--- src/rtl/ccu_pkg.sv ---
package ccu_pkg;

    // Default geometry of one readout chip along the column axis
    localparam int CCU_CHIP_COLS = 18;
    localparam int CCU_NORM_U    = 16;   // 400 um in 25 um units
    localparam int CCU_EDGE_U    = 24;   // 600 um in 25 um units

    // Row pitch: 50 um in 5 um units
    localparam int CCU_ROW_U     = 10;

    typedef enum logic {
        WORD_HIT = 1'b0,
        WORD_END = 1'b1
    } word_kind_e;

endpackage

--- src/rtl/ccu_extent.sv ---
module ccu_extent #(
    parameter int LOC_W = 5
) (
    input  logic                    clk,
    input  logic                    rst,
    input  logic                    upd,
    input  logic                    close,
    input  logic signed [LOC_W-1:0] val,
    output logic signed [LOC_W-1:0] fold_min,
    output logic signed [LOC_W-1:0] fold_max
);

    typedef struct packed {
        logic             have;
        logic [LOC_W-1:0] mn;
        logic [LOC_W-1:0] mx;
    } ext_t;

    ext_t ext_d, ext_q;

    always_comb begin
        ext_d    = ext_q;
        fold_min = val;
        fold_max = val;
        if (ext_q.have && ($signed(ext_q.mn) < val)) fold_min = $signed(ext_q.mn);
        if (ext_q.have && ($signed(ext_q.mx) > val)) fold_max = $signed(ext_q.mx);
        if (upd) begin
            if (close) begin
                ext_d.have = 1'b0;
            end else begin
                ext_d.have = 1'b1;
                ext_d.mn   = fold_min;
                ext_d.mx   = fold_max;
            end
        end
    end

    always_ff @(posedge clk) begin
        if (rst) ext_q <= '0;
        else     ext_q <= ext_d;
    end

    AST_EXT_ORDER: assert property (@(posedge clk) disable iff (rst)
        ext_q.have |-> ($signed(ext_q.mn) <= $signed(ext_q.mx)));

endmodule

--- src/rtl/ccu_colmap.sv ---
module ccu_colmap #(
    parameter int COL_W     = 9,
    parameter int CU_W      = 14,
    parameter int CHIP_COLS = 18,
    parameter int NORM_U    = 16,
    parameter int EDGE_U    = 24
) (
    input  logic [COL_W-1:0] col,
    output logic [CU_W-1:0]  centre
);

    localparam int CHIP_U = 2 * EDGE_U + (CHIP_COLS - 2) * NORM_U;

    logic [CU_W-1:0] chip_w;
    logic [CU_W-1:0] win_w;
    logic [CU_W-1:0] start_w;
    logic            wide;

    always_comb begin
        chip_w  = CU_W'(col / COL_W'(CHIP_COLS));
        win_w   = CU_W'(col % COL_W'(CHIP_COLS));
        wide    = (win_w == '0) || (win_w == CU_W'(CHIP_COLS - 1));
        start_w = chip_w * CU_W'(CHIP_U);
        if (win_w != '0)
            start_w = start_w + CU_W'(EDGE_U) + (win_w - CU_W'(1)) * CU_W'(NORM_U);
        centre  = start_w + (wide ? CU_W'(EDGE_U / 2) : CU_W'(NORM_U / 2));
    end

endmodule

--- src/rtl/ccu_centroid.sv ---
module ccu_centroid
    import ccu_pkg::*;
#(
    parameter  int COL_W     = 9,
    parameter  int ROW_W     = 9,
    parameter  int LOC_W     = 5,
    parameter  int SIZE_W    = 4,
    parameter  int CHIP_COLS = CCU_CHIP_COLS,
    parameter  int NORM_U    = CCU_NORM_U,
    parameter  int EDGE_U    = CCU_EDGE_U,
    localparam int CU_W      = COL_W + 5,
    localparam int RU_W      = ROW_W + 4
) (
    input  logic              clk,
    input  logic              rst,
    input  logic              in_valid,
    output logic              in_ready,
    input  logic              in_last,
    input  logic [COL_W-1:0]  in_col,
    input  logic [ROW_W-1:0]  in_row,
    output logic              out_valid,
    output logic [CU_W-1:0]   out_cen_col,
    output logic [RU_W-1:0]   out_cen_row,
    output logic [SIZE_W-1:0] out_size_col,
    output logic [SIZE_W-1:0] out_size_row
);

    localparam int SIZE_MAX = (1 << SIZE_W) - 1;
    localparam int SPAN_W   = (COL_W > ROW_W ? COL_W : ROW_W) + 1;

    typedef struct packed {
        logic              rdy;
        logic              v1;
        logic [COL_W-1:0]  cmin;
        logic [COL_W-1:0]  cmax;
        logic [ROW_W-1:0]  rmin;
        logic [ROW_W-1:0]  rmax;
        logic              vo;
        logic [CU_W-1:0]   occ;
        logic [RU_W-1:0]   ocr;
        logic [SIZE_W-1:0] osc;
        logic [SIZE_W-1:0] osr;
    } st_t;

    st_t st_d, st_q;

    logic                    acc;
    logic                    is_end;
    logic signed [LOC_W-1:0] loc_c, loc_r;
    logic signed [LOC_W-1:0] fmin_c, fmax_c, fmin_r, fmax_r;
    logic [CU_W-1:0]         cen_lo, cen_hi;
    logic [SPAN_W-1:0]       span_c, span_r;

    assign acc    = in_valid && st_q.rdy;
    assign is_end = (word_kind_e'(in_last) == WORD_END);
    assign loc_c  = is_end ? '0 : $signed(in_col[LOC_W-1:0]);
    assign loc_r  = is_end ? '0 : $signed(in_row[LOC_W-1:0]);

    ccu_extent #(.LOC_W(LOC_W)) u_ext_col (
        .clk(clk), .rst(rst), .upd(acc), .close(is_end), .val(loc_c),
        .fold_min(fmin_c), .fold_max(fmax_c)
    );

    ccu_extent #(.LOC_W(LOC_W)) u_ext_row (
        .clk(clk), .rst(rst), .upd(acc), .close(is_end), .val(loc_r),
        .fold_min(fmin_r), .fold_max(fmax_r)
    );

    ccu_colmap #(.COL_W(COL_W), .CU_W(CU_W), .CHIP_COLS(CHIP_COLS),
                 .NORM_U(NORM_U), .EDGE_U(EDGE_U)) u_map_lo (
        .col(st_q.cmin), .centre(cen_lo)
    );

    ccu_colmap #(.COL_W(COL_W), .CU_W(CU_W), .CHIP_COLS(CHIP_COLS),
                 .NORM_U(NORM_U), .EDGE_U(EDGE_U)) u_map_hi (
        .col(st_q.cmax), .centre(cen_hi)
    );

    always_comb begin
        st_d     = st_q;
        st_d.rdy = 1'b1;

        // Stage 1: offsets become absolute indices on the closing word
        st_d.v1 = acc && is_end;
        if (acc && is_end) begin
            st_d.cmin = COL_W'($signed({1'b0, in_col}) + (COL_W+1)'(fmin_c));
            st_d.cmax = COL_W'($signed({1'b0, in_col}) + (COL_W+1)'(fmax_c));
            st_d.rmin = ROW_W'($signed({1'b0, in_row}) + (ROW_W+1)'(fmin_r));
            st_d.rmax = ROW_W'($signed({1'b0, in_row}) + (ROW_W+1)'(fmax_r));
        end

        // Stage 2: physical centres, midpoint and extent
        span_c  = SPAN_W'(st_q.cmax) - SPAN_W'(st_q.cmin) + SPAN_W'(1);
        span_r  = SPAN_W'(st_q.rmax) - SPAN_W'(st_q.rmin) + SPAN_W'(1);
        st_d.vo = st_q.v1;
        if (st_q.v1) begin
            st_d.occ = CU_W'(({1'b0, cen_lo} + {1'b0, cen_hi}) >> 1);
            // (10a+5 + 10b+5)/2 = 5(a+b) + 5
            st_d.ocr = RU_W'(CCU_ROW_U / 2) * (RU_W'(st_q.rmin) + RU_W'(st_q.rmax))
                     + RU_W'(CCU_ROW_U / 2);
            st_d.osc = (span_c > SPAN_W'(SIZE_MAX)) ? SIZE_W'(SIZE_MAX) : SIZE_W'(span_c);
            st_d.osr = (span_r > SPAN_W'(SIZE_MAX)) ? SIZE_W'(SIZE_MAX) : SIZE_W'(span_r);
        end
    end

    always_ff @(posedge clk) begin
        if (rst) st_q <= '0;
        else     st_q <= st_d;
    end

    assign in_ready     = st_q.rdy;
    assign out_valid    = st_q.vo;
    assign out_cen_col  = st_q.occ;
    assign out_cen_row  = st_q.ocr;
    assign out_size_col = st_q.osc;
    assign out_size_row = st_q.osr;

    AST_ONE_WORD: assert property (@(posedge clk) disable iff (rst)
        out_valid |-> $past(in_valid && in_ready && in_last, 2));

    AST_SIZE_MIN: assert property (@(posedge clk) disable iff (rst)
        out_valid |-> (out_size_col != '0 && out_size_row != '0));

    AST_CEN_ORDER: assert property (@(posedge clk) disable iff (rst)
        st_q.v1 |-> (cen_hi >= cen_lo));

    AST_READY_UP: assert property (@(posedge clk) disable iff (rst)
        1'b1 |=> in_ready);

endmodule

--- config.mk ---
export PLATFORM = sky130hd
export DESIGN_NAME = ccu_centroid
export DESIGN_NICKNAME = d
export VERILOG_FILES = /design/src/rtl/ccu_pkg.sv /design/src/rtl/ccu_extent.sv /design/src/rtl/ccu_colmap.sv /design/src/rtl/ccu_centroid.sv
export SDC_FILE = /design/constraint.sdc
export NUM_CORES = 1
export LEC_CHECK = 0
export BUFFER_PORTS_ARGS = -buffer_cell sky130_fd_sc_hd__buf_2
export CORE_ASPECT_RATIO = 1.1
export CORE_UTILIZATION = 60
export DETAILED_ROUTE_END_ITERATION = 10
export GPL_ROUTABILITY_DRIVEN = 0
export GPL_TIMING_DRIVEN = 0
export PLACE_DENSITY = 0.89
export SLEW_MARGIN = 20
export SYNTH_ARGS = -nofsm -noshare
export SYNTH_HDL_FRONTEND = slang
export SYNTH_SLANG_ARGS = --single-unit
--- constraint.sdc ---
create_clock -name clk -period 7.8 [get_ports clk]
set_clock_uncertainty 0.2 [all_clocks]
set_input_delay 1.56 -clock clk [delete_from_list [all_inputs] [get_ports clk]]
set_output_delay 1.56 -clock clk [all_outputs]
set_load 0.03 [all_outputs]
==> results by group <==
Status
  • Status: finished clean

Setup path
  • Cell repeated most along the worst path: ha_1
  • Crit-path max FO: 8
  • Slowest stage cell on the critical path: dfxtp_1
  • Critical path type: reg2reg
  • Critical Path RT: approximately 8 ns
  • Slowest stage delay, CP: approximately 0.46 ns
  • CP endpoint kind: register
  • Critical path launch point type: register
  • CP Data Arrival Time: around 7.5 ns

Global route
  • Total GRT Usage: between 20% and 30%
  • Vias in the first global route: approximately 10k
  • Initial antenna violation count: 1
  • Pin count of the biggest net entering global routing: 19
  • Global-route wire length before repair: 46.3 mm
  • Grt total ovfl: 0

Pwr
  • Combinational share of power: between 70% and 80%
  • Net switching fraction of the power: between 40% and 50%
  • Clk pwr share: 11.9%
  • NetSw: approximately 1800 uW
  • Cell Int Power: 1890 uW
  • Static leakage: 0.00609 uW
  • PD cells: approximately 300 nW/um^2
  • Maximum VDD drop: 342 uV
  • Flop pwr share: ~15%

STA
  • Max-slew violation count: 0
  • Final hold vios: 0
  • Setup Total Neg Slack: 0 ns
  • Clock period minus worst slack: roughly 7.4 ns
  • Slew HR: 36.0%
  • Min Hold Slack: between 0.2 and 0.3 ns
  • Fmax: about 130 MHz
  • Final count of negative-setup-slack endpoints: 0
  • Slew at the pin closest to its max-slew limit: between 0.9 and 1 ns
  • RSZ-0062 raised after global routing: no
  • Fin crit share: between 90% and 100%

Logic synthesis
  • Compound-cell area share of the yosys netlist: 22.3%
  • Ys async rst share: 0%
  • Post-synthesis mux area share: ~4.2%
  • Post-Synthesis Cells: about 1.4k
  • Avg Cell Area, Syn: 8.25 um^2
  • Post-Synth XOR/XNOR Area: approximately a tenth
  • Post-Syn Area: 11,500 um^2
  • Flops & latches, synth: 94
  • Largest family of logic cells by synthesized area: adder cells
  • Post-synthesis sequential area ratio: roughly 16%
  • EDFF count, synth: 0
  • Yosys warnings: 0
  • Adder-Cell Fraction of Synth Area: between 20% and 30%
  • Top FF cell, synth: dfxtp_1
  • Simple-gate share of the synthesized area: roughly 14%
  • Syn Nets: ~1.6k
  • Post-synth cell types: 87

Final layout
  • Most common cell after layout, fill and taps aside: ha_1
  • Final design utilization: between 60% and 70%
  • Nets: 1,702
  • Area Overhead vs Synth: 7.76%
  • Non-Filler Instances: approximately 1.7k
  • Most frequent cells in the layout: ha_1 (206), inv_1 (116), a21oi_1 (111), dfxtp_1 (94), nor2_1 (89)
  • Layout cell share with drive strength beyond 1: 11.9%
  • Antenna diode instance count: 0

Detailed routing
  • Aggregate routed wire length: 28.0 mm
  • # DRC: 0
  • Drt first pass iters: 5
  • Via count: 10.4k
  • Initial drt markers: about 580
  • WL/cell: between 15 and 20 um
  • Via/cell ratio: just over 6
  • Post-route antenna net violation count: 0

CTS
  • Clk buf depth: 2
  • H-Tree Depth: 3
  • Number of CTS-inserted buffers: 9
  • Worst-path clk slew: around 0.070 ns
  • CTS sink cnt: 94
  • Root buffer cell: clkbuf_16
  • Clk Latency, worst-skew pair: 0.36 ns
  • Post-CTS Setup Bufs: 0
  • CTS tree: built

Min path
  • Hold Path Class: reg2reg

Placed design
  • Dpl cells: 1,694
  • DPL Wire Length: ~23 mm
  • PortBufs: between 50 and 60

Floorplanning
  • Die Width: between 100 and 150 um
  • Initial Utilization: 61.8%
  • Ports: a little under 60
  • Core ar.: 18,600 um^2
  • Die height: about 150 um
  • Row count: 52
  • Die Area: just under 20,000 um^2

Job
  • Max-Cap Viols: 0
## worst max-delay path: cells and delay by family (launching register included)
kind / cells / cell delay (ns)
DFF: 1 / 0.46
AOI/OAI and AO/OA: 8 / 1.83
xor gates and xnor gates: 3 / 0.87
buffers and inverters: 3 / 0.35
and+or+nand+nor: 8 / 1.29
muxes: 1 / 0.16
adders and majority gates: 7 / 2.14
## power by group through the flow
stage	clock network [uW]	registers, uW	logic, uW
2_1_floorplan	0	542	2090
3_3_place_gp	0	548	2460
3_5_place_dp	0	550	2580
4_1_cts	439	539	2640
5_1_grt	458	543	2950
6_report	437	539	2690
## state kept, by name (all words and copies together), names as in the netlist
register and flops:
in_ready 1, out_cen_col 13, out_cen_row 13, out_size_col 4, out_size_row 4, out_valid 1, st_d 1, st_q 36
u_ext_col.ext_q 10, u_ext_row.ext_q 11
## repair_timing
item	4_1_cts	5_1_grt
hold endpoints to repair	0	0
hold buffers	0	0
gates resized for setup	0	4
setup endpoints to repair	0	2
## cell usage after synthesis, drive strengths merged, types with 7 or more instances
cell type | instances | area share, %
a31oi | 7 | 0.38
a21o | 36 | 2.3
mux2 | 17 | 1.7
nor3 | 17 | 0.92
fa | 12 | 2.1
nor2 | 90 | 3.0
nand3 | 23 | 1.0
o21ai | 87 | 3.8
a2111oi | 7 | 0.59
nand4 | 12 | 0.65
o21bai | 25 | 1.6
nor2b | 36 | 2.0
a21oi | 112 | 4.9
o221a | 8 | 0.78
buf | 64 | 3.7
dfxtp | 94 | 16
a22o | 36 | 2.7
nand2 | 65 | 2.1
nand2b | 26 | 1.4
xor2 | 38 | 2.9
xnor2 | 88 | 6.8
ha | 206 | 22
mux2i | 29 | 2.5
clkbuf | 25 | 0.82
o21a | 7 | 0.46
a211oi | 9 | 0.59
inv | 116 | 3.8
## layer usage
layer / global-route usage, % / vias to the layer above / part of all wire, %
met2: 50.5 / 407 / 49
met5: 0 / - / 0.064
met4: 13.3 / 2 / 4.0
met3: 4.21 / 108 / 5.8
met1: 33.5 / 4850 / 41
li1: - / 5078 / -
## through the flow
step	setup slack [ns]	instance area, um^2	power, uW
final	0.382	12400	3670
after global routing	0.00545	12400	3950
after CTS	0.217	12400	3620
after detailed placement	0.245	12100	3130
after global placement	0.339	12100	3010
after floorplan	1.16	11500	2630
## cells by family (layout without fill, tap and decap cells)
group / after synthesis / after routing
buffers and inverters: 206 / 278
other: 1 / 1
AO/OA/AOI/OAI: 389 / 389
AND/OR/NAND/NOR: 311 / 311
adder cells (fa/ha/maj): 220 / 220
XOR/XNOR: 128 / 128
multiplexers: 46 / 46
flip-flops: 94 / 94
## worst paths after layout
kind / slack (ns) / depth (start not counted) / start / end
worst max-delay path: 0.38 / 30 / st_q[67] / out_cen_col[12]
worst min-delay path: 0.27 / 2 / out_cen_col[7] / out_cen_col[7]
worst max register to register: 0.38 / 30 / st_q[67] / out_cen_col[12]
worst min register to register: 0.27 / 2 / out_cen_col[7] / out_cen_col[7]
## final cells by class
type                            instances  area [um^2]
Sequential cell                        94         1880
Clock inverter                          7         66.3
Clock buffer                            9          225
Multi-Input combinational cell       1095         8680
Tap cell                              243          304
Inverter                              117          439
Timing Repair Buffer                   56          280
Fill cell                            1490         6210
Buffer                                 89          524
Note: power is estimated with default switching activity, not from simulation.
